===== config.mk =====
export PLATFORM = sky130hd
export DESIGN_NAME = bkpt_match_unit
export DESIGN_NICKNAME = d
export VERILOG_FILES = /design/src/rtl/bkpt_pkg.sv /design/src/rtl/bkpt_regfile.sv /design/src/rtl/bkpt_compare.sv /design/src/rtl/bkpt_break_ctrl.sv /design/src/rtl/bkpt_match_unit.sv
export SDC_FILE = /design/constraint.sdc
export NUM_CORES = 1
export LEC_CHECK = 0
export ABC_AREA = 1
export BUFFER_PORTS_ARGS = -buffer_cell sky130_fd_sc_hd__buf_2
export CORE_MARGIN = 4
export CORE_UTILIZATION = 50
export DETAILED_ROUTE_END_ITERATION = 10
export PLACE_DENSITY = 0.78
export SYNTH_ARGS = -nofsm -noshare
export SYNTH_HDL_FRONTEND = slang
export SYNTH_SLANG_ARGS = --single-unit

===== constraint.sdc =====
create_clock -name clk -period 2.63 [get_ports clk]
set_input_delay 0.526 -clock clk [delete_from_list [all_inputs] [get_ports clk]]
set_output_delay 0.526 -clock clk [all_outputs]
set_load 0.02 [all_outputs]

===== src/rtl/bkpt_pkg.sv =====
package bkpt_pkg;
  typedef enum logic [1:0] {
    ST_BACKGROUND = 2'b00,
    ST_DBG_IDLE   = 2'b01
  } dbg_state_e;
endpackage


===== src/rtl/bkpt_regfile.sv =====
module bkpt_regfile #(
  parameter int NUM_BP = 6,
  parameter int W      = 16,
  parameter int SEL_W  = 3
) (
  input  logic                  clk,
  input  logic                  rst,
  input  logic                  tlr,
  input  logic                  dbg_we,
  input  logic [SEL_W-1:0]      dbg_addr,
  input  logic [W-1:0]          dbg_wdata,
  output logic [W-1:0]          dbg_rdata,
  output logic [NUM_BP*W-1:0]   bp_flat
);
  logic [W-1:0] bp_q [NUM_BP];
  logic [W-1:0] rd_sel;

  for (genvar g = 0; g < NUM_BP; g++) begin : g_bp
    always_ff @(posedge clk) begin
      if (rst || tlr)
        bp_q[g] <= '1;
      else if (dbg_we && dbg_addr == SEL_W'(g))
        bp_q[g] <= dbg_wdata;
    end
    assign bp_flat[g*W +: W] = bp_q[g];
  end

  always_comb begin
    rd_sel = '0;
    for (int i = 0; i < NUM_BP; i++)
      if (dbg_addr == SEL_W'(i)) rd_sel = bp_q[i];
  end

  always_ff @(posedge clk) begin
    if (rst) dbg_rdata <= '0;
    else     dbg_rdata <= rd_sel;
  end
endmodule


===== src/rtl/bkpt_compare.sv =====
module bkpt_compare #(
  parameter int NUM_BP    = 6,
  parameter int NUM_PA_BP = 4,
  parameter int W         = 16,
  parameter int DW        = 16,
  parameter int MOD_W     = 4,
  parameter int IDX_W     = 5
) (
  input  logic [NUM_BP*W-1:0] bp_flat,
  input  logic                rege,
  input  logic [DW-1:0]       cmp_mask,
  input  logic [DW-1:0]       cmp_data,
  input  logic                inst_done,
  input  logic [W-1:0]        pa,
  input  logic                da_valid,
  input  logic [W-1:0]        da,
  input  logic                reg_we,
  input  logic [MOD_W-1:0]    dst_mod,
  input  logic [IDX_W-1:0]    dst_idx,
  input  logic [DW-1:0]       wdata,
  output logic [NUM_BP-1:0]   hit
);
  logic data_ok;
  assign data_ok = ((wdata ^ cmp_data) & cmp_mask) == '0;

  for (genvar g = 0; g < NUM_BP; g++) begin : g_cmp
    logic [W-1:0] v;
    assign v = bp_flat[g*W +: W];
    if (g < NUM_PA_BP) begin : g_pa
      assign hit[g] = inst_done && (pa == v);
    end else begin : g_dual
      logic da_hit, reg_hit;
      assign da_hit  = da_valid && (da == v);
      assign reg_hit = reg_we && (dst_mod == v[MOD_W-1:0])
                       && (dst_idx == v[MOD_W +: IDX_W]) && data_ok;
      assign hit[g]  = rege ? reg_hit : da_hit;
    end
  end
endmodule


===== src/rtl/bkpt_break_ctrl.sv =====
module bkpt_break_ctrl
  import bkpt_pkg::*;
#(
  parameter int NUM_BP = 6
) (
  input  logic              clk,
  input  logic              rst,
  input  logic              dme,
  input  logic [NUM_BP-1:0] hit,
  input  logic              pfx_active,
  input  logic              host_cmd,
  output logic              brk,
  output logic [1:0]        dbg_status
);
  dbg_state_e state_q;
  logic pend_q, armed, cand, fire;

  assign armed = dme && (state_q == ST_BACKGROUND);
  assign cand  = armed && ((|hit) || pend_q);
  assign fire  = (cand && !pfx_active) ||
                 (host_cmd && state_q == ST_BACKGROUND);

  always_ff @(posedge clk) begin
    if (rst) begin
      state_q <= ST_BACKGROUND;
      pend_q  <= 1'b0;
      brk     <= 1'b0;
    end else begin
      brk <= fire;
      if (fire) state_q <= ST_DBG_IDLE;
      if (!armed || fire) pend_q <= 1'b0;
      else if (cand && pfx_active) pend_q <= 1'b1;
    end
  end

  assign dbg_status = state_q;
endmodule


===== src/rtl/bkpt_match_unit.sv =====
module bkpt_match_unit #(
  parameter int NUM_BP    = 6,
  parameter int NUM_PA_BP = 4,
  parameter int W         = 16,
  parameter int DW        = 16,
  parameter int MOD_W     = 4,
  parameter int IDX_W     = 5,
  parameter int SEL_W     = 3
) (
  input  logic             clk,
  input  logic             rst,
  input  logic             tlr,
  input  logic             dbg_we,
  input  logic [SEL_W-1:0] dbg_addr,
  input  logic [W-1:0]     dbg_wdata,
  output logic [W-1:0]     dbg_rdata,
  input  logic             dme,
  input  logic             rege,
  input  logic [DW-1:0]    cmp_mask,
  input  logic [DW-1:0]    cmp_data,
  input  logic             inst_done,
  input  logic [W-1:0]     pa,
  input  logic             da_valid,
  input  logic [W-1:0]     da,
  input  logic             reg_we,
  input  logic [MOD_W-1:0] dst_mod,
  input  logic [IDX_W-1:0] dst_idx,
  input  logic [DW-1:0]    wdata,
  input  logic             pfx_active,
  input  logic             host_cmd,
  output logic             brk,
  output logic [1:0]       dbg_status
);
  logic [NUM_BP*W-1:0] bp_flat;
  logic [NUM_BP-1:0]   hit;

  bkpt_regfile #(.NUM_BP(NUM_BP), .W(W), .SEL_W(SEL_W)) u_regs (
    .clk(clk), .rst(rst), .tlr(tlr), .dbg_we(dbg_we), .dbg_addr(dbg_addr),
    .dbg_wdata(dbg_wdata), .dbg_rdata(dbg_rdata), .bp_flat(bp_flat)
  );

  bkpt_compare #(.NUM_BP(NUM_BP), .NUM_PA_BP(NUM_PA_BP), .W(W), .DW(DW),
                 .MOD_W(MOD_W), .IDX_W(IDX_W)) u_cmp (
    .bp_flat(bp_flat), .rege(rege), .cmp_mask(cmp_mask), .cmp_data(cmp_data),
    .inst_done(inst_done), .pa(pa), .da_valid(da_valid), .da(da),
    .reg_we(reg_we), .dst_mod(dst_mod), .dst_idx(dst_idx), .wdata(wdata),
    .hit(hit)
  );

  bkpt_break_ctrl #(.NUM_BP(NUM_BP)) u_ctrl (
    .clk(clk), .rst(rst), .dme(dme), .hit(hit), .pfx_active(pfx_active),
    .host_cmd(host_cmd), .brk(brk), .dbg_status(dbg_status)
  );
endmodule


==> flow_summary.toml <==
[sta]
max_freq_mhz = 495.6
max_slew.worst_pin.slew_ns = 0.7006
final_hold_viol_count = 0
period_needed_ns = 2.018
min_period_over_period_pct = 76.73
rsz_0062_raised_after_global_routing = "false"
timing.final.setup_violations = 0
report.final.slew_viol_count = 0
totalNegativeSetupSlack_ns = 0
skew_ns = 0.009065
slew-limit-headroom_pct = 53.24

[setup_path]
timing.critical_path.arrival_ns = 2.15
r2r-start = "u_regs.bp_q[0][0]$_SDFFCE_PN1P_"
worstRegToRegCells = 12
critical_path_class = "primary input to flop"
cp-endpoint = "u_regs.bp_q[0][11]$_SDFFCE_PN1P_"
cp-end-kind = "flop"
critPathMaxFanout = 16
worst_setup_path_startpoint = "dbg_addr[0]"
setup.worst_path.start_class = "primary input"
regToRegSetupSlack_ns = 0.77
timing.rr.end = "u_ctrl.dbg_status[0]$_SDFFE_PP0P_"
crit_required_ns = 2.76

[global_route]
grt_antenna_before_repair = 0
globalRouteMet1Util_pct = 30.05
grt_use_total_pct = 23.71
grt_first_pass_wirelength_mm = 29.33
grt_most_used_layer = "met2"
overflow = 0
grt_start_max_net_pins = 18
met3_usage_pct = 6.732
globalRouteMet2Util_pct = 39.72
vias_in_the_first_global_route = 5957

[routing]
drt_first_pass_iters = 5
route.antenna.remaining_nets = 0
wl_mm = 18.97
wire_per_inst_um = 14.66
drtIter0Drc = 482
route.vias.total = 6396
vias_per_cell = 4.943
route.detailed.drc = 0

[clock_network]
cts.reportedPaths.clkPinSlew_ns = 0.05
post-cts-setup-buffers = 0
cts_tree = "built"
postCtsHoldBufs = 0
clockBufferDepth = 2
clk-insertion-delay-late_ns = 0.42
cts-root-buf = "clkbuf_16"
cts_htree_levels = 4
tritoncts.num_buffers = 17
clock-sinks = 115
postCtsResizedCells = 0

[floorplanning]
row_count = 42
die_width_um = 126.1
design.core.area_um2 = 13450
initial_utilization_pct = 51.80
fp.dieH_um = 126.1
ios = 138
die_area_um2 = 15890

[placement]
finalWeightedCongestion = 0.9369
detailed_place_hpwl_mm = 14.84
numPortBuffers = 136

[cells_and_area]
drive_gt1_share_pct = 17.08
num-nets-final = 1224
multiInputGateArea_um2 = 2989
antennaDiodeCount = 0
sequential_cell_area_um2 = 3263
filler_cell_count = 1196
area_delta_synth_final_pct = 20.88

[power_and_ir_drop]
cellPowerDensity_nw_per_um2 = 618.6
post-layout-total-power_w = 0.005211
static-leakage-power_nw = 4.278
ir_worst_vdd_mv = 0.7798

[logic_synthesis]
yosys_reg_bits = 115
synth_async_reset_ratio_pct = 0
synth_enable_flop_cells = 96
post_synth_instance_area_um2 = 6969
post_synth_inst_count = 959
synth_seq_area_share_pct = 46.82
synth_flop_cell = "edfxtp_1"
postSynthNetCount = 1078
synth.lib_cells_used.distinct = 26
synth.avg_cell_area_um2 = 7.267
yosys_warnings = 0

[min_path]
hp-class = "primary input to flop"

[outcome]
status = "completed"

[run]
max_cap_violations = 0
==> synthesized netlist by cell type, drive strengths merged, types with 7 or more instances <==
library cell / count / share of area, %
nor2: 83 / 4.7
xor2: 30 / 3.8
nand2: 405 / 22
o22ai: 7 / 0.63
inv: 162 / 8.7
a21oi: 49 / 3.5
nor3: 7 / 1.6
edfxtp: 96 / 41
o21ai: 31 / 2.2
nand3: 31 / 2.3
dfxtp: 19 / 5.5
buf: 14 / 1.3
xnor2: 11 / 1.4
==> per-stage QoR <==
step           cell area (um^2)  setup WS, ns  util (%)  hold slack [ns]  instances
2_1_floorplan              6969       0.02057         -           0.5313        959
3_3_place_gp               7829        0.2544     58.19           0.4544       1262
3_5_place_dp               7829        0.1817     58.19           0.4647       1262
4_1_cts                    8424        0.6156     62.62           0.4162       1294
5_1_grt                    8424        0.4134     62.62           0.4423       1294
6_report                   8424        0.6121     62.62           0.4403       1294
==> where the power goes <==
part / internal, W / leakage (nW) / total, W / switching (W)
Clock: 0.00153 / 0.294 / 0.00232 / 0.000793
Combinational: 0.000260 / 2.96 / 0.000716 / 0.000456
Sequential: 0.00209 / 1.02 / 0.00217 / 0.0000797
==> worst min-delay path by stage <==
stage,startpoint,cells after the start,end
after floorplan,u_regs.bp_q[2][12]$_SDFFCE_PN1P_,2,u_regs.dbg_rdata[12]$_SDFF_PP0_
after global placement,u_ctrl.dbg_status[0]$_SDFFE_PP0P_,2,u_ctrl.dbg_status[0]$_SDFFE_PP0P_
after detailed placement,u_ctrl.dbg_status[0]$_SDFFE_PP0P_,2,u_ctrl.dbg_status[0]$_SDFFE_PP0P_
after CTS,host_cmd,4,u_ctrl.pend_q$_SDFFE_PP0P_
after global routing,host_cmd,4,u_ctrl.pend_q$_SDFFE_PP0P_
final,host_cmd,4,u_ctrl.pend_q$_SDFFE_PP0P_
==> worst max-delay path, cell delays in order <==
cell     delay (ns)
buf_2          0.16
nor2_1         0.37
nand2_1        0.37
nor3_4         0.61
nand2_1        0.12
==> state kept, by name, summed over array words and instances (netlist names) <==
signal / count
u_regs.bp_q: 96
u_ctrl.brk: 1
u_ctrl.dbg_status: 1
u_regs.dbg_rdata: 16
u_ctrl.pend_q: 1
==> cells in the final DEF, fill, tap and decap left out, types with 5 or more instances in the layout <==
cell type	count
nand2_1	404
inv_1	158
nor3_4	7
buf_2	136
clkbuf_16	17
nor2_1	81
xor2_1	30
nand3_1	30
o22ai_1	7
buf_4	9
clkinv_2	5
dfxtp_1	19
o21ai_0	21
edfxtp_1	96
a21oi_1	49
o21ai_1	10
xnor2_1	11
==> area by class of cell <==
class	instances	area share, %
flip-flops and latches	115	38.73
multi-input cells	664	35.48
inverters	162	7.218
clock buffers	22	5.510
well taps	176	2.614
clock inverters	10	1.559
repair buffers	145	8.882
==> layer usage <==
metal / up-vias / wire length, um
met5: - / 0
met4: 0 / 303
met3: 25 / 1778
met2: 270 / 9023
met1: 2845 / 7866
li1: 3256 / -
==> cell families (layout without fill, tap and decap cells) <==
logic type                count (synthesis)  in the layout  synth area share, %
DFF                                     115            115                46.82
buffers and inverters                   180            339                10.29
other                                     1              1              0.05381
xor gates and xnor gates                 41             41                5.153
AOI/OAI and AO/OA                        90             90                6.679
and+or+nand+nor                         532            532                31.01
Power figures use the tool's default switching activity.
